$ cat config.mk
export PLATFORM = sky130hd
export DESIGN_NAME = idm_dest_matcher
export DESIGN_NICKNAME = d
export VERILOG_FILES = /design/src/rtl/idm_pkg.sv /design/src/rtl/idm_phys_cmp.sv /design/src/rtl/idm_logic_cmp.sv /design/src/rtl/idm_ext_ldr.sv /design/src/rtl/idm_dest_matcher.sv
export SDC_FILE = /design/constraint.sdc
export NUM_CORES = 1
export LEC_CHECK = 0
export ABC_AREA = 1
export CAP_MARGIN = 20
export CORE_ASPECT_RATIO = 0.9
export CORE_MARGIN = 4
export CORE_UTILIZATION = 26
export DETAILED_ROUTE_END_ITERATION = 16
export PLACE_DENSITY = 0.83
export SETUP_SLACK_MARGIN = 0.5
export SLEW_MARGIN = 20
export SYNTH_ARGS = -nofsm -noshare
export SYNTH_HDL_FRONTEND = slang
export SYNTH_SLANG_ARGS = --single-unit
export TNS_END_PERCENT = 50
$ cat constraint.sdc
create_clock -name clk -period 1.4 [get_ports clk]
set_input_delay 0.28 -clock clk [delete_from_list [all_inputs] [get_ports clk]]
set_output_delay 0.28 -clock clk [all_outputs]
set_load 0.01 [all_outputs]
$ cat src/rtl/idm_pkg.sv
package idm_pkg;
    typedef enum logic [1:0] {
        SH_NONE    = 2'd0,
        SH_SELF    = 2'd1,
        SH_ALL_INC = 2'd2,
        SH_ALL_EXC = 2'd3
    } idm_short_e;

    localparam logic [3:0] MODEL_FLAT    = 4'hF;
    localparam logic [3:0] MODEL_CLUSTER = 4'h0;
endpackage

$ cat src/rtl/idm_phys_cmp.sv
module idm_phys_cmp #(
    parameter int ID_W = 8
) (
    input  logic [ID_W-1:0] dest_id,
    input  logic [ID_W-1:0] own_id,
    output logic            hit
);
    localparam logic [ID_W-1:0] BCAST = {ID_W{1'b1}};

    always_comb begin
        hit = (dest_id == BCAST) || (dest_id == own_id);
    end
endmodule

$ cat src/rtl/idm_logic_cmp.sv
module idm_logic_cmp #(
    parameter int ID_W = 8
) (
    input  logic [3:0]      model,
    input  logic [ID_W-1:0] lid,
    input  logic [ID_W-1:0] mda,
    output logic            hit
);
    import idm_pkg::*;
    localparam int HALF = ID_W / 2;

    logic flat_hit;
    logic clus_hit;

    always_comb begin
        flat_hit = |(lid & mda);
        clus_hit = (lid[ID_W-1:HALF] == mda[ID_W-1:HALF]) &&
                   (|(lid[HALF-1:0] & mda[HALF-1:0]));
        case (model)
            MODEL_FLAT:    hit = flat_hit;
            MODEL_CLUSTER: hit = clus_hit;
            default:       hit = 1'b0;
        endcase
    end
endmodule

$ cat src/rtl/idm_ext_ldr.sv
module idm_ext_ldr #(
    parameter int ID_W  = 8,
    parameter int REG_W = 32
) (
    input  logic [ID_W-1:0]  id,
    output logic [REG_W-1:0] ldr
);
    localparam int LOW_W   = 4;
    localparam int N_SLOTS = 1 << LOW_W;
    localparam int SHIFT   = 16;

    logic [REG_W-1:0] cluster_part;
    logic [REG_W-1:0] onehot_part;

    always_comb begin
        cluster_part = '0;
        cluster_part[SHIFT +: ID_W] = {id[ID_W-1:LOW_W], {LOW_W{1'b0}}};
        onehot_part = '0;
        for (int i = 0; i < N_SLOTS; i++) begin
            onehot_part[i] = (id[LOW_W-1:0] == LOW_W'(i));
        end
        ldr = cluster_part | onehot_part;
    end
endmodule

$ cat src/rtl/idm_dest_matcher.sv
module idm_dest_matcher #(
    parameter int REG_W = 32,
    parameter int ID_W  = 8
) (
    input  logic             clk,
    input  logic             rst_n,
    input  logic             ext_mode,
    input  logic [1:0]       shorthand,
    input  logic             dest_logical,
    input  logic [REG_W-1:0] dest,
    input  logic             src_is_self,
    input  logic [REG_W-1:0] local_id,
    input  logic [REG_W-1:0] ldr_prog,
    input  logic             fmt_wr_en,
    input  logic [REG_W-1:0] fmt_wr_data,
    output logic             match_o,
    output logic [REG_W-1:0] ldr_ext_o,
    output logic [REG_W-1:0] fmt_o
);
    import idm_pkg::*;

    localparam int               ID_LSB    = REG_W - ID_W;
    localparam int               MODEL_LSB = REG_W - 4;
    localparam logic [REG_W-1:0] LOW_ONES  = {4'b0, {(REG_W-4){1'b1}}};

    typedef struct packed {
        logic             match;
        logic [REG_W-1:0] ldr_ext;
        logic [REG_W-1:0] fmt;
    } state_t;

    state_t state_d, state_q;

    logic [ID_W-1:0]  own_id;
    logic [REG_W-1:0] ldr_ext;
    logic             phys_hit;
    logic             leg_hit;
    idm_short_e       sh;

    assign own_id = local_id[REG_W-1:ID_LSB];
    assign sh     = idm_short_e'(shorthand);

    idm_phys_cmp #(.ID_W(ID_W)) u_phys (
        .dest_id (dest[ID_W-1:0]),
        .own_id  (own_id),
        .hit     (phys_hit)
    );

    idm_logic_cmp #(.ID_W(ID_W)) u_logic (
        .model (state_q.fmt[REG_W-1:MODEL_LSB]),
        .lid   (ldr_prog[REG_W-1:ID_LSB]),
        .mda   (dest[ID_W-1:0]),
        .hit   (leg_hit)
    );

    idm_ext_ldr #(.ID_W(ID_W), .REG_W(REG_W)) u_ext (
        .id  (own_id),
        .ldr (ldr_ext)
    );

    always_comb begin
        state_d = state_q;
        state_d.ldr_ext = ldr_ext;
        case (sh)
            SH_SELF:    state_d.match = src_is_self;
            SH_ALL_INC: state_d.match = 1'b1;
            SH_ALL_EXC: state_d.match = !src_is_self;
            default: begin
                if (!dest_logical)
                    state_d.match = phys_hit;
                else if (ext_mode)
                    state_d.match = |(ldr_ext & dest);
                else
                    state_d.match = leg_hit;
            end
        endcase
        if (fmt_wr_en)
            state_d.fmt = fmt_wr_data | LOW_ONES;
    end

    always_ff @(posedge clk) begin
        if (!rst_n) begin
            state_q.match   <= 1'b0;
            state_q.ldr_ext <= '0;
            state_q.fmt     <= '1;
        end else begin
            state_q <= state_d;
        end
    end

    assign match_o   = state_q.match;
    assign ldr_ext_o = state_q.ldr_ext;
    assign fmt_o     = state_q.fmt;

    AST_SELF_ONLY: assert property (@(posedge clk) disable iff (!rst_n)
        (shorthand == 2'd1 && !src_is_self) |=> !match_o);
    AST_ALL_INC: assert property (@(posedge clk) disable iff (!rst_n)
        (shorthand == 2'd2) |=> match_o);
    AST_ALL_EXC: assert property (@(posedge clk) disable iff (!rst_n)
        (shorthand == 2'd3 && src_is_self) |=> !match_o);
    AST_BCAST: assert property (@(posedge clk) disable iff (!rst_n)
        (shorthand == 2'd0 && !dest_logical && dest[ID_W-1:0] == {ID_W{1'b1}}) |=> match_o);
    AST_BAD_MODEL: assert property (@(posedge clk) disable iff (!rst_n)
        (shorthand == 2'd0 && dest_logical && !ext_mode &&
         fmt_o[REG_W-1:MODEL_LSB] != 4'hF && fmt_o[REG_W-1:MODEL_LSB] != 4'h0) |=> !match_o);
    AST_LDR_ONEHOT: assert property (@(posedge clk) disable iff (!rst_n)
        $past(rst_n) |-> $countones(ldr_ext_o[15:0]) == 1);
    AST_FMT_HOLD: assert property (@(posedge clk) disable iff (!rst_n)
        !fmt_wr_en |=> $stable(fmt_o));
endmodule

==> impl_metrics.env, run 1 <==
export IMPL_fmax_ghz=0.8577
export IMPL_wl_per_cell_um=12.39
export IMPL_syn_cell_area_sq_um=1604
export IMPL_grt_max_degree=17
export IMPL_cts_max_level=1
export IMPL_min_from="local_id[24]"
export IMPL_status="complete, no violations"
export IMPL_track_usage=0.1234
export IMPL_top_level_ports=201
export IMPL_hold_viol=0
export IMPL_hp_class="primary input to flop"
export IMPL_post_place_ws_ps=-414.4
export IMPL_dr_pass1_iters=4
export IMPL_maxCapViolations=0
export IMPL_clk_latency_ps=270
export IMPL_cts_buffers_inserted=3
export IMPL_grt_pass1_vias=1527
export IMPL_arrival_ps=890
export IMPL_cp_end_kind="output port"
export IMPL_dieArea_sq_um=7492
export IMPL_cts_hold_buffers=0
export IMPL_ys_top_cells_by_area="dfxtp_1 (31%), buf_4 (19%), nand2_1 (14%)"
export IMPL_cp_slowest_cell="dfxtp_4"
export IMPL_die_y_um=82.52
export IMPL_fp_row_count=26
export IMPL_critPathMaxFanout=4
export IMPL_fin_skew_ps=0.1363
export IMPL_syn_area_per_cell_sq_um=6.826
export IMPL_dp_hpwl_mm=4.117
export IMPL_wl_mm=4.994
export IMPL_overflow=0
export IMPL_path_cells="buf_4 -> buf_6"
export IMPL_slew_violations=0
export IMPL_setup_ws_ps=234.0
export IMPL_p_total_mw=1.726
export IMPL_worstHoldEndpoint="ldr_ext_o[8]"
export IMPL_cellLeakagePower_nw=1.307
export IMPL_cts_tree="done"
export IMPL_drc=0
export IMPL_p_per_area_nw_per_um2=683.4
export IMPL_drive_gt1_frac=0.3163
export IMPL_rsz0062_at_grt="yes"
export IMPL_synth_seq_cells=25
export IMPL_worstSetupStartpointType="flop"
export IMPL_r2r_start="fmt_o[28]"
export IMPL_cts_buffer_depth=2
export IMPL_required_ps=1120
export IMPL_yosysWarnings=0
export IMPL_portBuffers=72
export IMPL_synthCells=235
export IMPL_drt_iter0_drc=69
export IMPL_synth_cell_type_count=22
export IMPL_max_stage_delay_ps=370
export IMPL_r2r_slack_ps=240
export IMPL_synth_seq_area_share=0.3120
export IMPL_final_util=0.4336
export IMPL_r2r_end="match_o"
export IMPL_finalSetupViolations=0
export IMPL_fin_nets=473
export IMPL_hold_depth=3
export IMPL_area_growth_pct=57.41
export IMPL_fin_crit_ps=1166
export IMPL_ant_nets=0
export IMPL_via_count=1717
export IMPL_place_gp_congestion=0.8818
export IMPL_critical_path_class="flop to output port"
export IMPL_die_width_um=90.80
export IMPL_antenna_found_initial=2
export IMPL_synth_top_cell_area_share=0.3120
export IMPL_floorplan_initialDensity=0.2755
export IMPL_clk_pin_slew_ps=90
export IMPL_cts_sinks=25
export IMPL_peakVddDrop_uv=290.7
export IMPL_synth_area_leader_cell="dfxtp_1"
export IMPL_design_core_area_sq_um=5823
export IMPL_cts_root_buf="clkbuf_8"
export IMPL_post_drt_via_cell_ratio=4.261
export IMPL_rr_worst_depth=8
export IMPL_grt_pass1_wl_mm=7.279
export IMPL_period_share=0.8328
## sequential cells by signal (all words and copies together), names as in the netlist
| signal | count |
|---|---|
| match_o | 1 |
| ldr_ext_o | 20 |
| fmt_o | 4 |
## cells in the final DEF (no fill, tap or decap), types with 2 or more instances in the layout
master / count
a21oi_1: 3
buf_2: 23
buf_4: 25
buf_6: 13
clkbuf_8: 3
clkdlybuf4s50_1: 22
conb_1: 40
dfxtp_1: 15
dfxtp_2: 7
dfxtp_4: 3
dlygate4sd2_1: 10
dlymetal6s2s_1: 3
ha_4: 4
inv_1: 17
inv_2: 4
inv_6: 2
nand2_1: 57
nand2_2: 3
nand2_4: 2
nand3_1: 22
nor2_1: 17
nor2_2: 3
nor2_4: 5
nor3_1: 6
nor4_1: 6
o21ai_1: 2
xnor2_1: 5
## timing repair
item                                    in CTS  in global routing
resized for setup                          168                 41
endpoints found under the setup margin      46                 39
pin swaps                                   13                 13
gates cloned                                 0                  0
setup buffers                                0                  4
## how the worst max path moves through the flow
stage / end / slack (ps) / start
floorplan: match_o / 250 / dest[7]
global placement: match_o / -330 / dest[4]
detailed placement: match_o / -410 / dest[7]
CTS: match_o / 270 / ldr_prog[31]
global route: match_o / 180 / fmt_o[28]
finish: fmt_o[29] / 230 / fmt_o[29]
## metrics by stage
step / hold slack (ps) / area [sq um] / std cells / setup TNS (ps)
3_3_place_gp: 487.9 / 2446 / 394 / -2602
6_report: 276.6 / 2525 / 403 / 0
5_1_grt: 279.3 / 2525 / 403 / 0
2_1_floorplan: 358.1 / 1803 / 273 / 0
4_1_cts: 271.4 / 2455 / 398 / 0
3_5_place_dp: 495.9 / 2446 / 394 / -3062
## critical path: cells and delay by family, from the launching register on
kind | cells | cell delay (ps)
buf+inv | 2 | 250
flops | 1 | 370
## cell families (layout without fill, tap and decap cells)
| group | Yosys count | in the layout | synth area share |
|---|---|---|---|
| xor+xnor | 5 | 5 | 0.02730 |
| simple gates | 126 | 126 | 0.3456 |
| fa+ha+maj | 4 | 4 | 0.03120 |
| other cells | 2 | 41 | 0.004682 |
| flops | 25 | 25 | 0.3120 |
| buf+inv | 67 | 126 | 0.2605 |
| compound gates | 6 | 6 | 0.01872 |
## cell type report
class,instances,area (sq um)
Fill cell,551,3298
Multi-Input combinational cell,181,952.2
Timing Repair Buffer,99,818.3
Sequential cell,25,520.5
Inverter,23,93.84
Tap cell,70,87.58
Clock buffer,3,41.29
Clock inverter,1,8.758
Antenna cell,1,2.502
## where the power goes
part | switching [mW] | internal, mW
Clock | 0.241 | 0.209
Combinational | 0.275 | 0.251
Sequential | 0.0145 | 0.734
Total | 0.531 | 1.19
## Yosys cell counts (all sizes together)
| master | instances |
|---|---|
| ha | 4 |
| dfxtp | 25 |
| nand2 | 62 |
| nor2 | 25 |
| clkbuf | 1 |
| inv | 23 |
| buf | 43 |
| xnor2 | 5 |
| nand3 | 22 |
| or2 | 1 |
| conb | 2 |
| nor4 | 8 |
| nand4 | 1 |
| o21ai | 3 |
| nor3 | 7 |
| a21oi | 3 |
## routing by layer
metal	GRT usage	share of wire	vias to the layer above
li1	-	-	854
met1	0.1429	0.38	769
met2	0.2228	0.51	83
met3	0.03261	0.096	9
met4	0.04518	0.017	2
met5	0	0.0024	-
Power figures use the tool's default switching activity.
==> run 2: changes to the inputs <==
clock period = 1.2 ns   (was 1.4 ns; I/O delays follow)
==> run 2 against run 1 <==
Largest cell class unchanged. Core utilization increased by 6.0 points. Clock power increased by 13%. Critical path type is now flop to flop. Final area increased by 14%. Combinational power increased by 41%. Global-route usage decreased by 0.31 points. Cell count increased by 1.5%. Register-to-register slack got worse by 210 ps. Sequential share of layout area decreased by 2.5 points. Non-clock buffer count increased by 6.
==> impl_metrics.env, run 2 (synthesized netlist as in run 1, its figures left out) <==
export IMPL_status="complete, no violations"
export IMPL_cts_buffers_inserted=3
export IMPL_p_total_mw=2.124
export IMPL_peakVddDrop_uv=315.0
export IMPL_gr_usage_met1=0.1365
export IMPL_cts_tree="done"
export IMPL_grt_max_degree=16
export IMPL_busiest_layer="met2"
export IMPL_arrival_ps=1370
export IMPL_area_growth_pct=79.33
export IMPL_clk_latency_ps=270
export IMPL_drive_gt1_frac=0.3864
export IMPL_cellLeakagePower_nw=1.404
export IMPL_power_share_clock=0.239
export IMPL_maxCapViolations=0
export IMPL_track_usage=0.1203
export IMPL_cts_sinks=25
export IMPL_drt_iter0_drc=83
export IMPL_die_y_um=82.52
export IMPL_cp_end_kind="flop"
export IMPL_hold_viol=0
export IMPL_hp_class="primary input to flop"
export IMPL_p_comb_frac=0.349
export IMPL_worstSetupStartpointType="flop"
export IMPL_cts_max_level=1
export IMPL_fp_row_count=26
export IMPL_r2r_start="fmt_o[28]"
export IMPL_final_cell_mix="nand2_1 (53), conb_1 (40), clkdlybuf4s50_1 (25)"
export IMPL_dp_hpwl_mm=4.115
export IMPL_top_level_ports=201
export IMPL_design_core_area_sq_um=5823
export IMPL_post_drt_via_cell_ratio=4.264
export IMPL_slew_violations=0
export IMPL_required_ps=1410
export IMPL_cp_slowest_cell="dfxtp_4"
export IMPL_dieArea_sq_um=7492
export IMPL_path_cells="nand2_2 -> nor2_4 -> nand2_1 -> nand2_1 -> o21ai_1 -> a21oi_1 -> o21ai_1 -> a21oi_1"
export IMPL_p_per_area_nw_per_um2=738.5
export IMPL_max_stage_delay_ps=380
export IMPL_n_fill_cell=534
export IMPL_wl_per_cell_um=12.70
export IMPL_cts_buffer_depth=2
export IMPL_p_sw_frac=0.3159
export IMPL_insertedDiodeCount=0
export IMPL_finalSetupViolations=0
export IMPL_critPathMaxFanout=3
export IMPL_met3_usage=0.02899
export IMPL_fin_skew_ps=0.5869
export IMPL_post_place_ws_ps=-593.1
export IMPL_power_internal_mw=1.453
export IMPL_drc=0
export IMPL_setup_ws_ps=34.77
export IMPL_antenna_found_initial=0
export IMPL_rsz0062_at_grt="yes"
export IMPL_fin_tns_setup_ps=0
export IMPL_startpoint="fmt_o[28]"
export IMPL_fin_cells=409
export IMPL_via_count=1744
export IMPL_place_gp_congestion=0.7455
export IMPL_dpl_cell_count=399
export IMPL_grt_pass1_wl_mm=7.341
export IMPL_period_share=0.9710
export IMPL_ant_nets=0
export IMPL_ff_latch_area_sq_um=520.5
export IMPL_fmax_ghz=0.8582
export IMPL_cts_root_buf="clkbuf_8"
export IMPL_seqPwrFrac=0.412
export IMPL_cts_hold_buffers=0
export IMPL_clk_pin_slew_ps=90
export IMPL_p_sw_mw=0.6712
export IMPL_largest_register_ffs=20
export IMPL_grt_pass1_vias=1624
export IMPL_final_common_cell="nand2_1"
export IMPL_die_width_um=90.80
export IMPL_wl_mm=5.194
export IMPL_fin_crit_ps=1165
export IMPL_grtUsageMet2=0.2339
export IMPL_overflow=0
export IMPL_min_from="local_id[27]"
export IMPL_critical_path_class="flop to flop"
export IMPL_dr_pass1_iters=4
export IMPL_fin_nets=480
export IMPL_portBuffers=72
export IMPL_multi_input_area_sq_um=1107
export IMPL_floorplan_initialDensity=0.2755
run 2: final cells by class:
class                   instances  share of cell area
repair buffers                105              0.3371
well taps                      70             0.03045
clock inverters                 1            0.002610
repair inverters                1            0.002175
inverters                      23             0.04741
flip-flops and latches         25              0.1809
multi-input cells             181              0.3849
clock buffers                   3             0.01435
run 2: final timing paths:
path,end,slack [ps],cells after the start
worst max-delay path,match_o,30,8
worst min-delay path,ldr_ext_o[5],280,3
worst max register to register,match_o,30,8
worst min register to register,fmt_o[29],520,2
run 2: layer usage:
metal,share of wire,routed length [um]
met4,0.0054,28
met1,0.40,2086
met5,0,0
met2,0.53,2733
met3,0.067,346
run 2: repair_timing:
item,in CTS,in global routing
pin swaps,11,23
gates cloned,1,0
setup buffers,2,3
endpoints found under the setup margin,50,45
resized for setup,166,85
run 2: power by group through the flow:
stage	clock network [mW]	logic (mW)	registers (mW)
floorplan	0	0.363	0.905
global placement	0	0.615	0.890
detailed placement	0	0.624	0.893
CTS	0.524	0.627	0.876
global route	0.538	0.798	0.879
finish	0.508	0.741	0.875
run 2: critical path, delay by kind of cell, from the launching register on:
kind,cells,cell delay (ps)
flops,1,380
simple gates,4,310
compound gates,4,420
run 2: stage by stage:
| stage | hold slack (ps) | utilization | area, sq um |
|---|---|---|---|
| 2_1_floorplan | 317.1 | - | 1888 |
| 3_3_place_gp | 464.0 | 0.4366 | 2542 |
| 3_5_place_dp | 476.9 | 0.4366 | 2542 |
| 4_1_cts | 245.7 | 0.4452 | 2592 |
| 5_1_grt | 285.3 | 0.4940 | 2877 |
| 6_report | 280.3 | 0.4940 | 2877 |
==> run 3: changes to the inputs <==
CORE_UTILIZATION = 24   (was 26)
PLACE_DENSITY = 0.81   (was 0.83)
clock period = 1.05 ns   (was 1.2 ns; I/O delays follow)
==> run 3 against run 2 <==
The run now ends with negative setup slack left. First-iteration DRC count is 25% lower. Worst setup slack got worse by 64 ps. Critical path depth is 6 lower. Critical endpoint is now fmt_o[31]. Largest cell class unchanged.
==> impl_metrics.env, run 3 (synthesized netlist as in run 1, its figures left out) <==
export IMPL_critical_path_class="flop to output port"
export IMPL_setup_ws_ps=-29.14
export IMPL_maxCapViolations=0
export IMPL_drive_gt1_frac=0.3828
export IMPL_largest_register_ffs=20
export IMPL_max_stage_delay_ps=370
export IMPL_arrival_ps=870
export IMPL_p_comb_frac=0.340
export IMPL_ff_latch_area_sq_um=519.2
export IMPL_dp_hpwl_mm=4.310
export IMPL_drc=0
export IMPL_cts_buffer_depth=2
export IMPL_power_internal_mw=1.671
export IMPL_cts_buffers_inserted=3
export IMPL_clk_latency_ps=280
export IMPL_fin_skew_ps=0.1672
export IMPL_fin_cells=424
export IMPL_hold_viol=0
export IMPL_fp_row_count=27
export IMPL_dpl_cell_count=415
export IMPL_n_fill_cell=610
export IMPL_peakVddDrop_uv=364.8
export IMPL_violations="negative setup slack"
export IMPL_finalSetupViolations=5
export IMPL_holdWs_ps=240.5
export IMPL_fin_tns_setup_ps=-100.1
export IMPL_seqPwrFrac=0.406
export IMPL_ant_nets=0
export IMPL_grt_pass1_wl_mm=7.997
export IMPL_final_util=0.4577
export IMPL_critPathMaxFanout=4
export IMPL_p_per_area_nw_per_um2=851.8
export IMPL_wl_per_cell_um=12.37
export IMPL_p_sw_mw=0.7918
export IMPL_hp_class="primary input to flop"
export IMPL_floorplan_initialDensity=0.2539
export IMPL_fin_nets=478
export IMPL_die_width_um=94.18
export IMPL_worstSetupStartpointType="flop"
export IMPL_p_sw_frac=0.3215
export IMPL_power_share_clock=0.254
export IMPL_place_gp_congestion=0.8609
export IMPL_area_growth_pct=80.27
export IMPL_insertedDiodeCount=0
export IMPL_drt_iter0_drc=62
export IMPL_path_cells="buf_6 -> buf_6"
export IMPL_final_common_cell="nand2_1"
export IMPL_antenna_found_initial=0
export IMPL_cellLeakagePower_nw=1.400
export IMPL_cp_top_family="flip-flops"
export IMPL_fin_crit_ps=1079
export IMPL_portBuffers=72
export IMPL_multi_input_area_sq_um=1115
export IMPL_status="finished, violations left"
export IMPL_cp_end_kind="output port"
export IMPL_overflow=0
export IMPL_wl_mm=5.244
export IMPL_design_core_area_sq_um=6317
export IMPL_cp_num_buf_inv=2
export IMPL_cts_sinks=25
export IMPL_cts_root_buf="clkbuf_8"
export IMPL_final_cell_mix="nand2_1 (56), conb_1 (40), buf_6 (26)"
export IMPL_dr_pass1_iters=4
export IMPL_grt_max_degree=17
export IMPL_required_ps=840
export IMPL_clk_pin_slew_ps=90
export IMPL_fmax_ghz=0.9267
export IMPL_cts_max_level=1
export IMPL_period_share=1.028
export IMPL_track_usage=0.1260
export IMPL_cp_slowest_cell="dfxtp_4"
export IMPL_die_y_um=85.56
export IMPL_top_level_ports=201
export IMPL_rsz0062_at_grt="yes"
export IMPL_post_drt_via_cell_ratio=3.981
export IMPL_crit_top_cell="buf_6"
export IMPL_cts_tree="done"
export IMPL_dieArea_sq_um=8057
export IMPL_slew_violations=0
export IMPL_via_count=1688
export IMPL_grt_pass1_vias=1693
export IMPL_r2r_slack_ps=-20
run 3: cell types whose count changed in the layout (fill, tap and decap cells not counted), moves of 2 or more:
cell | before | now
buf_4 | 20 | 17
buf_6 | 23 | 26
nand2_1 | 53 | 56
nand2_2 | 5 | 2
dfxtp_2 | 7 | 9
inv_4 | 2 | 0
nand3_1 | 21 | 19
nand3_2 | 1 | 3
run 3: power by group through the flow:
| stage | Clock [mW] | Sequential (mW) | Combinational [mW] |
|---|---|---|---|
| 3_3_place_gp | 0 | 1.02 | 0.703 |
| 6_report | 0.625 | 1.00 | 0.838 |
| 4_1_cts | 0.631 | 0.999 | 0.750 |
| 2_1_floorplan | 0 | 1.04 | 0.423 |
| 5_1_grt | 0.674 | 1.01 | 0.914 |
| 3_5_place_dp | 0 | 1.02 | 0.718 |
run 3: path summary, 6_finish.rpt:
| kind | to | cells after the start | startpoint |
|---|---|---|---|
| hold / removal | ldr_ext_o[8] | 3 | local_id[24] |
| setup reg to reg | match_o | 8 | fmt_o[30] |
| setup / recovery | fmt_o[31] | 2 | fmt_o[31] |
| hold reg to reg | fmt_o[31] | 2 | fmt_o[31] |
run 3: metal layers:
metal	vias up	GRT usage	wire length (um)
met5	-	0	0
met4	0	0.03937	53
met3	6	0.04561	551
met2	75	0.2332	2722
met1	746	0.1316	1916
li1	861	-	-
run 3: final cells by class:
| type | count | share of cell area |
|---|---|---|
| clock buffers | 3 | 0.01428 |
| clock inverters | 1 | 0.003029 |
| inverters | 23 | 0.04370 |
| multi-input cells | 181 | 0.3855 |
| flip-flops and latches | 25 | 0.1796 |
| well taps | 87 | 0.03765 |
| repair buffers | 104 | 0.3362 |
run 3: what timing repair did:
item | in CTS | in global routing
cloned | 0 | 0
setup endpoints to repair | 50 | 46
hold buffers | 0 | 0
setup buffers | 1 | 4
pin swaps | 26 | 14
gates resized for setup | 197 | 47
run 3: per-stage QoR:
step	setup WS (ps)	power (mW)	instance area (sq um)
global placement	-631.6	1.723	2555
global route	-128.8	2.594	2892
CTS	-44.05	2.380	2678
detailed placement	-682.4	1.739	2555
finish	-29.14	2.463	2892
floorplan	-33.34	1.459	1908
run 3: tightest hold or removal path, delay by kind of cell:
| family | cells | cell delay (ps) |
|---|---|---|
| buffers and inverters | 2 | 240 |
| and+or+nand+nor | 1 | 40 |
